===== src/rtl/pwm_reload_pkg.sv =====
package pwm_reload_pkg;
  localparam int NREG = 7;
  typedef enum logic [2:0] {
    REG_PERIOD = 3'd0,
    REG_DUTY_U = 3'd1,
    REG_DUTY_V = 3'd2,
    REG_DUTY_W = 3'd3,
    REG_SKIP   = 3'd4,
    REG_ADC0   = 3'd5,
    REG_ADC1   = 3'd6
  } reg_idx_e;
endpackage


===== src/rtl/pwm_tri_counter.sv =====
module pwm_tri_counter #(
  parameter int W = 16
) (
  input  logic         clk_i,
  input  logic         rst_ni,
  input  logic         en_i,
  input  logic [W-1:0] period_i,
  output logic [W-1:0] cnt_o,
  output logic         crest_o,
  output logic         valley_o
);
  localparam logic [W-1:0] ONE = W'(1);

  logic [W-1:0] cnt_q;
  logic         down_q;

  always_ff @(posedge clk_i or negedge rst_ni) begin
    if (!rst_ni) begin
      cnt_q  <= ONE;
      down_q <= 1'b0;
    end else if (!en_i) begin
      cnt_q  <= ONE;
      down_q <= 1'b0;
    end else if (!down_q) begin
      if (cnt_q >= period_i) begin
        down_q <= 1'b1;
        cnt_q  <= cnt_q - ONE;
      end else begin
        cnt_q <= cnt_q + ONE;
      end
    end else begin
      if (cnt_q <= ONE) begin
        down_q <= 1'b0;
        cnt_q  <= cnt_q + ONE;
      end else begin
        cnt_q <= cnt_q - ONE;
      end
    end
  end

  assign cnt_o    = cnt_q;
  assign crest_o  = en_i && (cnt_q == period_i);
  assign valley_o = en_i && (cnt_q == ONE);

  // idle counter parks at 1
  p_idle_park_r8: assert property (@(posedge clk_i) disable iff (!rst_ni)
    !en_i |=> cnt_q == ONE);
endmodule


===== src/rtl/pwm_skip_gate.sv =====
module pwm_skip_gate #(
  parameter int SKW = 5
) (
  input  logic           clk_i,
  input  logic           rst_ni,
  input  logic           en_i,
  input  logic           thin_i,
  input  logic           event_i,
  input  logic [SKW-1:0] skip_n_i,
  output logic           pass_o
);
  logic [SKW-1:0] left_q;

  always_ff @(posedge clk_i or negedge rst_ni) begin
    if (!rst_ni) begin
      left_q <= '0;
    end else if (!en_i) begin
      left_q <= '0;
    end else if (event_i) begin
      left_q <= (left_q == '0) ? skip_n_i : left_q - SKW'(1);
    end
  end

  assign pass_o = event_i && (!thin_i || left_q == '0);

  // while events remain to be skipped, thinned mode blocks the point
  p_skip_block_r9: assert property (@(posedge clk_i) disable iff (!rst_ni)
    (thin_i && left_q != '0) |-> !pass_o);
  // an eligible event reloads the skip budget
  p_skip_reload_r9: assert property (@(posedge clk_i) disable iff (!rst_ni)
    (en_i && event_i && left_q == '0) |=> left_q == $past(skip_n_i));
endmodule


===== src/rtl/pwm_reg_bank.sv =====
module pwm_reg_bank #(
  parameter int          W          = 16,
  parameter int          NREG       = 7,
  parameter int          AW         = 3,
  parameter logic [15:0] RST_PERIOD = 16'd8
) (
  input  logic                    clk_i,
  input  logic                    rst_ni,
  input  logic                    wr_en_i,
  input  logic [AW-1:0]           wr_addr_i,
  input  logic [W-1:0]            wr_data_i,
  input  logic                    imm_i,
  input  logic                    xfer_i,
  input  logic [AW-1:0]           rd_addr_i,
  output logic [W-1:0]            rd_data_o,
  output logic [NREG-1:0][W-1:0]  act_o
);
  logic [NREG-1:0][W-1:0] stg_q;
  logic [NREG-1:0][W-1:0] act_q;

  for (genvar i = 0; i < NREG; i++) begin : g_reg
    localparam logic [W-1:0] RST_V = (i == 0) ? W'(RST_PERIOD) : '0;
    logic hit;
    assign hit = wr_en_i && (wr_addr_i == AW'(i));

    always_ff @(posedge clk_i or negedge rst_ni) begin
      if (!rst_ni) begin
        stg_q[i] <= RST_V;
        act_q[i] <= RST_V;
      end else begin
        if (hit) stg_q[i] <= wr_data_i;
        if (imm_i && hit)  act_q[i] <= wr_data_i;
        else if (xfer_i)   act_q[i] <= stg_q[i];
      end
    end

    p_imm_write_r3: assert property (@(posedge clk_i) disable iff (!rst_ni)
      (imm_i && hit) |=> act_q[i] == $past(wr_data_i));
    p_batch_copy_r5: assert property (@(posedge clk_i) disable iff (!rst_ni)
      (!imm_i && xfer_i) |=> act_q[i] == $past(stg_q[i]));
    p_batch_hold_r4: assert property (@(posedge clk_i) disable iff (!rst_ni)
      (!imm_i && !xfer_i) |=> $stable(act_q[i]));
  end

  assign rd_data_o = (int'(rd_addr_i) < NREG) ? stg_q[rd_addr_i] : '0;
  assign act_o     = act_q;
endmodule


===== src/rtl/pwm_reload_ctrl.sv =====
module pwm_reload_ctrl
  import pwm_reload_pkg::*;
#(
  parameter int          W          = 16,
  parameter int          SKW        = 5,
  parameter logic [15:0] RST_PERIOD = 16'd8
) (
  input  logic         clk_i,
  input  logic         rst_ni,
  input  logic         en_i,
  input  logic         imm_mode_i,
  input  logic         thin_en_i,
  input  logic         wr_en_i,
  input  logic [2:0]   wr_addr_i,
  input  logic [W-1:0] wr_data_i,
  input  logic [2:0]   rd_addr_i,
  output logic [W-1:0] rd_data_o,
  output logic [W-1:0] cnt_o,
  output logic         xfer_o,
  output logic [W-1:0] act_period_o,
  output logic [W-1:0] act_duty_u_o,
  output logic [W-1:0] act_duty_v_o,
  output logic [W-1:0] act_duty_w_o,
  output logic [W-1:0] act_skip_o,
  output logic [W-1:0] act_adc0_o,
  output logic [W-1:0] act_adc1_o
);
  localparam int AW = 3;

  logic [NREG-1:0][W-1:0] act;
  logic crest, valley, point, armed_q, arm_wr;

  pwm_tri_counter #(.W(W)) u_cnt (
    .clk_i    (clk_i),
    .rst_ni   (rst_ni),
    .en_i     (en_i),
    .period_i (act[REG_PERIOD]),
    .cnt_o    (cnt_o),
    .crest_o  (crest),
    .valley_o (valley)
  );

  pwm_skip_gate #(.SKW(SKW)) u_skip (
    .clk_i    (clk_i),
    .rst_ni   (rst_ni),
    .en_i     (en_i),
    .thin_i   (thin_en_i),
    .event_i  (crest || valley),
    .skip_n_i (act[REG_SKIP][SKW-1:0]),
    .pass_o   (point)
  );

  assign arm_wr = !imm_mode_i && wr_en_i && (wr_addr_i == REG_DUTY_U);
  assign xfer_o = !imm_mode_i && armed_q && point;

  // a same-cycle phase U write re-arms over the clear
  always_ff @(posedge clk_i or negedge rst_ni) begin
    if (!rst_ni)         armed_q <= 1'b0;
    else if (imm_mode_i) armed_q <= 1'b0;
    else if (arm_wr)     armed_q <= 1'b1;
    else if (xfer_o)     armed_q <= 1'b0;
  end

  pwm_reg_bank #(.W(W), .NREG(NREG), .AW(AW), .RST_PERIOD(RST_PERIOD)) u_bank (
    .clk_i     (clk_i),
    .rst_ni    (rst_ni),
    .wr_en_i   (wr_en_i),
    .wr_addr_i (wr_addr_i),
    .wr_data_i (wr_data_i),
    .imm_i     (imm_mode_i),
    .xfer_i    (xfer_o),
    .rd_addr_i (rd_addr_i),
    .rd_data_o (rd_data_o),
    .act_o     (act)
  );

  assign act_period_o = act[REG_PERIOD];
  assign act_duty_u_o = act[REG_DUTY_U];
  assign act_duty_v_o = act[REG_DUTY_V];
  assign act_duty_w_o = act[REG_DUTY_W];
  assign act_skip_o   = act[REG_SKIP];
  assign act_adc0_o   = act[REG_ADC0];
  assign act_adc1_o   = act[REG_ADC1];

  p_xfer_point_r7: assert property (@(posedge clk_i) disable iff (!rst_ni)
    xfer_o |-> (en_i && (cnt_o == act_period_o || cnt_o == W'(1))));
  p_arm_clear_r10: assert property (@(posedge clk_i) disable iff (!rst_ni)
    (xfer_o && !arm_wr) |=> !armed_q);
  p_arm_only_u_r6: assert property (@(posedge clk_i) disable iff (!rst_ni)
    (!armed_q && !arm_wr) |=> !armed_q);
endmodule


===== config.mk =====
export PLATFORM = sky130hd
export DESIGN_NAME = pwm_reload_ctrl
export DESIGN_NICKNAME = d
export VERILOG_FILES = /design/src/rtl/pwm_reload_pkg.sv /design/src/rtl/pwm_tri_counter.sv /design/src/rtl/pwm_skip_gate.sv /design/src/rtl/pwm_reg_bank.sv /design/src/rtl/pwm_reload_ctrl.sv
export SDC_FILE = /design/constraint.sdc
export NUM_CORES = 1
export LEC_CHECK = 0
export ABC_AREA = 1
export BUFFER_PORTS_ARGS = -buffer_cell sky130_fd_sc_hd__buf_2
export CAP_MARGIN = 10
export CORE_MARGIN = 10
export CORE_UTILIZATION = 63
export DETAILED_ROUTE_END_ITERATION = 8
export PLACE_DENSITY_LB_ADDON = 0.05
export SYNTH_ARGS = -nofsm -noshare
export SYNTH_HDL_FRONTEND = slang
export SYNTH_SLANG_ARGS = --single-unit

===== constraint.sdc =====
create_clock -name clk_i -period 4.65 [get_ports clk_i]
set_input_delay 0 -clock clk_i [delete_from_list [all_inputs] [get_ports clk_i]]
set_output_delay 0 -clock clk_i [all_outputs]
set_load 0.05 [all_outputs]

==> results.ini, run 1 <==
[die]
io_pins = 173
die_x_um = 161.8
initial_core_util_pct = 64.64
die_area_um2 = 26170
die_h_um = 161.8
num_rows = 51
core_area_um2 = 19590

[final_layout]
drive_gt1_share_pct = 13.68
fin_util_pct = 75.27
syn_to_final_growth_pct = 16.44
layout_commonest_cell = nand2_1
fin_nets = 1832
mostFrequentLayoutCells = nand2_1, o21ai_0, dfrtp_1, buf_2, nand3_1

[yosys]
yosys_warnings = 0
netlist_instances = 1649
ys_types = 40
syn_area_per_cell_um2 = 7.679
synthFlopType = dfrtp_1
syn_nets = 1697
synth_edf_count = 0
netlist_area_um2 = 12660
ys_async_sr_fraction_pct = 100.0
synth_seq_cells = 247
seq_area_frac_synth_pct = 48.84

[outcome]
status = finished clean

[sta]
hold_violations = 0
slew_viol_final = 0
fin_setup_tns_ps = 0
rsz0062_at_grt = false
whs_ps = 11.07
max_slew.worst_pin.slew_ps = 1053
finalClockSkew_ps = 7.642
fmax_ghz = 0.3100
maxSlewHeadroom_pct = 29.71
period_minus_slack_ps = 3226
setup_viol = 0
post-route-period-util_pct = 69.38

[setup_path]
cp-start-kind = flip-flop
worstSetupPathType = reg2out
required_ps = 4650
critPathCaptureType = output port
path_max_fanout = 39
arrival_ps = 3230

[global_routing]
grt_pass1_wl_um = 65950
overflow = 0
grt_max_degree = 129
grt_util_all_layers_pct = 31.63
grt_pass1_vias = 11410
antenna_found_initial = 2

[clock_tree]
root_buffer = clkbuf_16
cts.clk_slew.worst_paths_ps = 70
post_cts_buffers = 0
cts_max_level = 1
cts_tree = yes
cts_sinks = 247
numCtsBuffers = 28
clk_latency_ps = 540
holdBufCountCts = 22
cts_buffer_depth = 3
cts.repair.resized = 0

[drt]
drc_errors = 0
viasPerCell = 5.851
drt_first_pass_iters = 6
antenna_left = 0
num_vias = 12130
routed_wl_um = 42500
wl_per_cell_um = 20.50
drt-initial-drc-count = 1570

[pwr]
ir_drop_mv = 0.3755
power.total_uw = 8779
cellLeakagePower_uw = 0.007715
powerDensity_nw_per_um2 = 595.4

[min_path]
worstHoldPathType = in2reg

[placed_design]
dp_hpwl_um = 29540
place.gp.congestion = 1.008
io_buffers = 172

[job]
cap_viol_max_count = 0

[cells by family (layout without fill, tap and decap cells)]
| family | after synthesis | count (layout) | share of synthesized area, % |
|---|---|---|---|
| xor+xnor | 27 | 27 | 1.867 |
| simple gates | 779 | 779 | 25.07 |
| flops | 247 | 247 | 48.84 |
| other cells | 0 | 2 | 0 |
| compound gates | 342 | 342 | 14.31 |
| fa+ha+maj | 20 | 20 | 1.976 |
| buf+inv | 234 | 391 | 7.944 |
[synth_stat cells, types with 4 or more instances]
cell type	number	area share [%]
a21o_1	9	0.53
a21oi_1	56	2.2
a22oi_1	10	0.59
buf_1	8	0.24
buf_2	19	0.75
buf_6	13	1.2
clkbuf_1	58	1.7
dfrtp_1	244	48
ha_1	20	2.0
inv_1	129	3.8
nand2_1	525	16
nand3_1	160	6.3
nor2_1	80	2.4
nor2_2	4	0.20
o21ai_0	250	9.9
xnor2_1	5	0.35
xor2_1	22	1.5
[worst paths after layout]
| check | to | start | cells past startpoint | slack (ps) |
|---|---|---|---|---|
| setup / recovery | xfer_o | u_cnt.cnt_o[14] | 10 | 1420 |
| hold / removal | u_bank.stg_q[47] | wr_addr_i[2] | 6 | 10 |
| setup reg to reg | u_cnt.cnt_o[9] | u_cnt.cnt_o[14] | 11 | 1860 |
| hold reg to reg | u_cnt.cnt_o[0] | u_cnt.cnt_o[0] | 1 | 490 |
| max in group asynchronous | u_bank.stg_q[42] | rst_ni | 3 | 3380 |
| min in group asynchronous | u_cnt.cnt_o[7] | rst_ni | 2 | 90 |
[power breakdown]
part	total [uW]	switching, uW	leakage (uW)	internal [uW]
sequential	3110	453	0.00313	2650
combinational	3170	2360	0.00408	816
clock	2500	932	0.000506	1570
total	8780	3740	0.00771	5040
[final cells by class]
cell class	instances	area [um^2]
Timing Repair Buffer	206	1194
Clock inverter	18	294.0
Tap cell	265	331.6
Clock buffer	34	764.5
Sequential cell	247	6185
Antenna cell	2	5.005
Fill cell	1511	4845
Multi-Input combinational cell	1168	5473
Inverter	133	499.2
[per-stage QoR]
| stage | setup WS, ps | instance area [um^2] | std cells |
|---|---|---|---|
| finish | 1424 | 14750 | 2073 |
| global route | 1231 | 14750 | 2073 |
| CTS | 1470 | 14740 | 2071 |
| detailed placement | 1908 | 13460 | 1997 |
| global placement | 2046 | 13460 | 1997 |
| floorplan | 2329 | 12660 | 1649 |
[worst max-delay path: stages (launching register included)]
cell	delay, ps
dfrtp_1	470
ha_1	330
nand2_1	70
nor2_1	200
nand2_1	130
nor2_1	130
nand2_1	90
o21ai_4	110
nand3_4	120
inv_2	620
buf_2	400
[sequential cells by signal, summed over array words and instances (netlist names)]
name and flops:
u_bank.act_o 112, u_skip.left_q 5, u_cnt.down_q 1, u_bank.stg_q 112, armed_q 1, u_cnt.cnt_o 16
[metal layers]
layer / track usage (%) / vias to the layer above / routed length, um
met5: 0 / - / 0
li1: - / 5608 / -
met4: 12.45 / 0 / 1907
met1: 43.30 / 5742 / 17040
met2: 48.26 / 668 / 19060
met3: 6.724 / 112 / 4491
Note: power is estimated with default switching activity, not from simulation.
==> inputs of run 2 (changes only) <==
- ABC_AREA: 1 -> 0
- CORE_UTILIZATION: 63 -> 52
- clock period: 4.65 -> 2.72 ns (I/O delays scaled with it)
==> run 2 against run 1 <==
  * Sequential cell count is the same
  * Global-route usage shrank 6.6 points
  * Non-clock buffer count grew 47
  * Clock power grew 38%
  * Highest routed layer unchanged
==> results.ini, run 2 <==
[final_layout]
drive_gt1_share_pct = 29.62  ; +16 points
fillers = 2014  ; +33%
layout_commonest_cell = dfrtp_1
fin_nets = 1448  ; -21%
mostFrequentLayoutCells = dfrtp_1, nand2_1, buf_2, inv_1, a21oi_1
syn_to_final_growth_pct = 20.15

[placed_design]
place.gp.congestion = 0.8811  ; -13%
io_buffers = 172  ; unchanged
dp_hpwl_um = 26960  ; -8.7%

[pwr]
powerDensity_nw_per_um2 = 1016  ; +71%
cellLeakagePower_uw = 0.007158  ; -7.2%
power.total_uw = 14940  ; +70%
ir_drop_mv = 0.5938  ; +58%

[clock_tree]
root_buffer = clkbuf_16
cts_sinks = 247  ; unchanged
numCtsBuffers = 27  ; -3.6%
clk_latency_ps = 530  ; about the same
cts_buffer_depth = 3  ; unchanged
cts_tree = yes
cts_max_level = 1  ; unchanged
cts.clk_slew.worst_paths_ps = 60  ; about the same

[sta]
slew_viol_final = 0  ; unchanged
finalClockSkew_ps = 11.62  ; +3.983 ps
fin_setup_tns_ps = 0  ; unchanged
fmax_ghz = 0.3779
period_minus_slack_ps = 2646
rsz0062_at_grt = false
hold_violations = 0  ; unchanged
setup_viol = 0  ; unchanged
maxSlewHeadroom_pct = 43.67  ; +14 points
post-route-period-util_pct = 97.29
max_slew.worst_pin.slew_ps = 843.0  ; -210.2 ps

[die]
die_x_um = 173.4  ; +7.2%
num_rows = 56  ; +9.8%
die_area_um2 = 30070  ; +15%
initial_core_util_pct = 52.46  ; -12 points
die_h_um = 173.4  ; +7.2%
core_area_um2 = 23330  ; +19%
io_pins = 173  ; unchanged

[setup_path]
r2r_setup_slack_ps = 70  ; -1790 ps
required_ps = 3170  ; -1480 ps
critPathBufInv = 1  ; -1
worstSetupPathType = reg2reg
critical_path.top_delay_family = compound AO/OA/AOI/OAI gates
critPathCaptureType = flip-flop
path_max_fanout = 6  ; -85%
cpMaxStageDelayCell = dfstp_2
arrival_ps = 3090  ; -140 ps
cp-start-kind = flip-flop
max_stage_delay_ps = 530  ; -90 ps
path_cells = inv_1 -> ha_1 -> nand2b_1 -> a2111o_1 -> a32oi_2 -> nand2_1 -> a21oi_1 -> mux2i_1

[global_routing]
overflow = 0  ; unchanged
antenna_found_initial = 1  ; -1
grt_max_degree = 105  ; -19%
grt_util_all_layers_pct = 24.98  ; -6.6 points
grt_pass1_wl_um = 60240  ; -8.7%
grt_pass1_vias = 10250  ; -10%

[yosys]
synth_seq_cells = 247  ; unchanged
synth_edf_count = 0  ; unchanged
yosysMostFrequentCell = dfrtp_1
ys_top_cells_by_count = dfrtp_1, nand2_1, inv_1, a21oi_1, o22ai_1
yosys.area.top_type_share_pct = 49.89  ; +1.7 points
yosys.area.top_type = dfrtp_1
netlist_instances = 1206  ; -27%
ys_types = 59  ; +48%
yosys_warnings = 0  ; unchanged
synth_area_leaders = dfrtp_1, mux2_2, nand2_1
syn_nets = 1254  ; -26%
seq_area_frac_synth_pct = 50.53  ; +1.7 points
ys_async_sr_fraction_pct = 100.0  ; unchanged
netlist_area_um2 = 12240  ; -3.3%
synthFlopType = dfrtp_1
syn_area_per_cell_um2 = 10.15  ; +32%

[job]
cap_viol_max_count = 0  ; unchanged

[drt]
antenna_left = 0  ; unchanged
num_vias = 10180  ; -16%
viasPerCell = 5.858  ; +0.11%
drt-initial-drc-count = 1065  ; -32%
wl_per_cell_um = 22.18  ; +8.2%
drt_first_pass_iters = 5  ; -1
routed_wl_um = 38550  ; -9.3%
drc_errors = 0  ; unchanged

[min_path]
worstHoldPathType = in2async

[outcome]
status = finished clean

## run 2: cells by family (layout without fill, tap and decap cells)
group / count (synthesis) / in the layout / share of synthesized area, %
multiplexers: 106 / 106 / 10.96
XOR/XNOR: 1 / 1 / 0.07157
flip-flops: 247 / 247 / 50.53
AO/OA/AOI/OAI: 292 / 292 / 16.55
buffers and inverters: 182 / 394 / 6.348
adder cells (fa/ha/maj): 20 / 20 / 2.045
AND/OR/NAND/NOR: 358 / 358 / 13.49
other: 0 / 1 / 0
## run 2: final timing paths
| path | cells past startpoint | from | to |
|---|---|---|---|
| max reg2reg | 8 | u_cnt.cnt_o[0] | u_cnt.cnt_o[3] |
| min | 2 | rst_ni | u_cnt.cnt_o[11] |
| max in group asynchronous | 3 | rst_ni | u_bank.act_o[102] |
| max | 8 | u_cnt.cnt_o[0] | u_cnt.cnt_o[3] |
| min in group clk_i | 5 | wr_addr_i[2] | u_bank.stg_q[82] |
| min reg2reg | 2 | u_bank.stg_q[84] | u_bank.stg_q[84] |
## run 2: cell type report
type	count	area, um^2	area share, %
timing repair buffer	253	1619	11.01
inverter	94	352.8	2.399
tap	319	399.1	2.714
clock buffer	40	784.5	5.335
clock inverter	7	38.79	0.2638
antenna	1	2.502	0.01702
multi-input combinational	777	5324	36.20
sequential	247	6185	42.06
## run 2: where the power goes
part           total (uW)  internal [uW]  switching (uW)
clock network        3450           1980            1470
logic                6060           1780            4280
registers            5430           4680             752
total               14900           8440            6500
## run 2: routing by layer
metal  vias up  part of all wire, %  GRT usage (%)
met3        49                  6.8          4.160
met4         0                  2.1          5.821
met1      5128                   43          33.65
met5         -                    0              0
met2       369                   48          41.32
li1       4635                    -              -
## run 2: per-stage QoR
stage / std cells / hold slack (ps) / utilization (%) / setup slack [ps] / instance area (um^2)
after floorplan: 1206 / -295.6 / - / 25.88 / 12240
after global placement: 1669 / 112.8 / 58.42 / 140.3 / 13630
after detailed placement: 1669 / 95.50 / 58.42 / 67.92 / 13630
after CTS: 1736 / 90.04 / 62.83 / 22.72 / 14660
after global routing: 1738 / 138.9 / 63.03 / 19.25 / 14710
final: 1738 / 85.75 / 63.03 / 73.74 / 14710
## run 2: repair_timing
action / 4_1_cts / 5_1_grt
endpoints found under the setup margin: 1 / 7
hold buffers: 20 / 0
gates resized for setup: 2 / 3
hold endpoints to repair: 268 / 0
buffers inserted: 0 / 1
pin swaps: 0 / 1
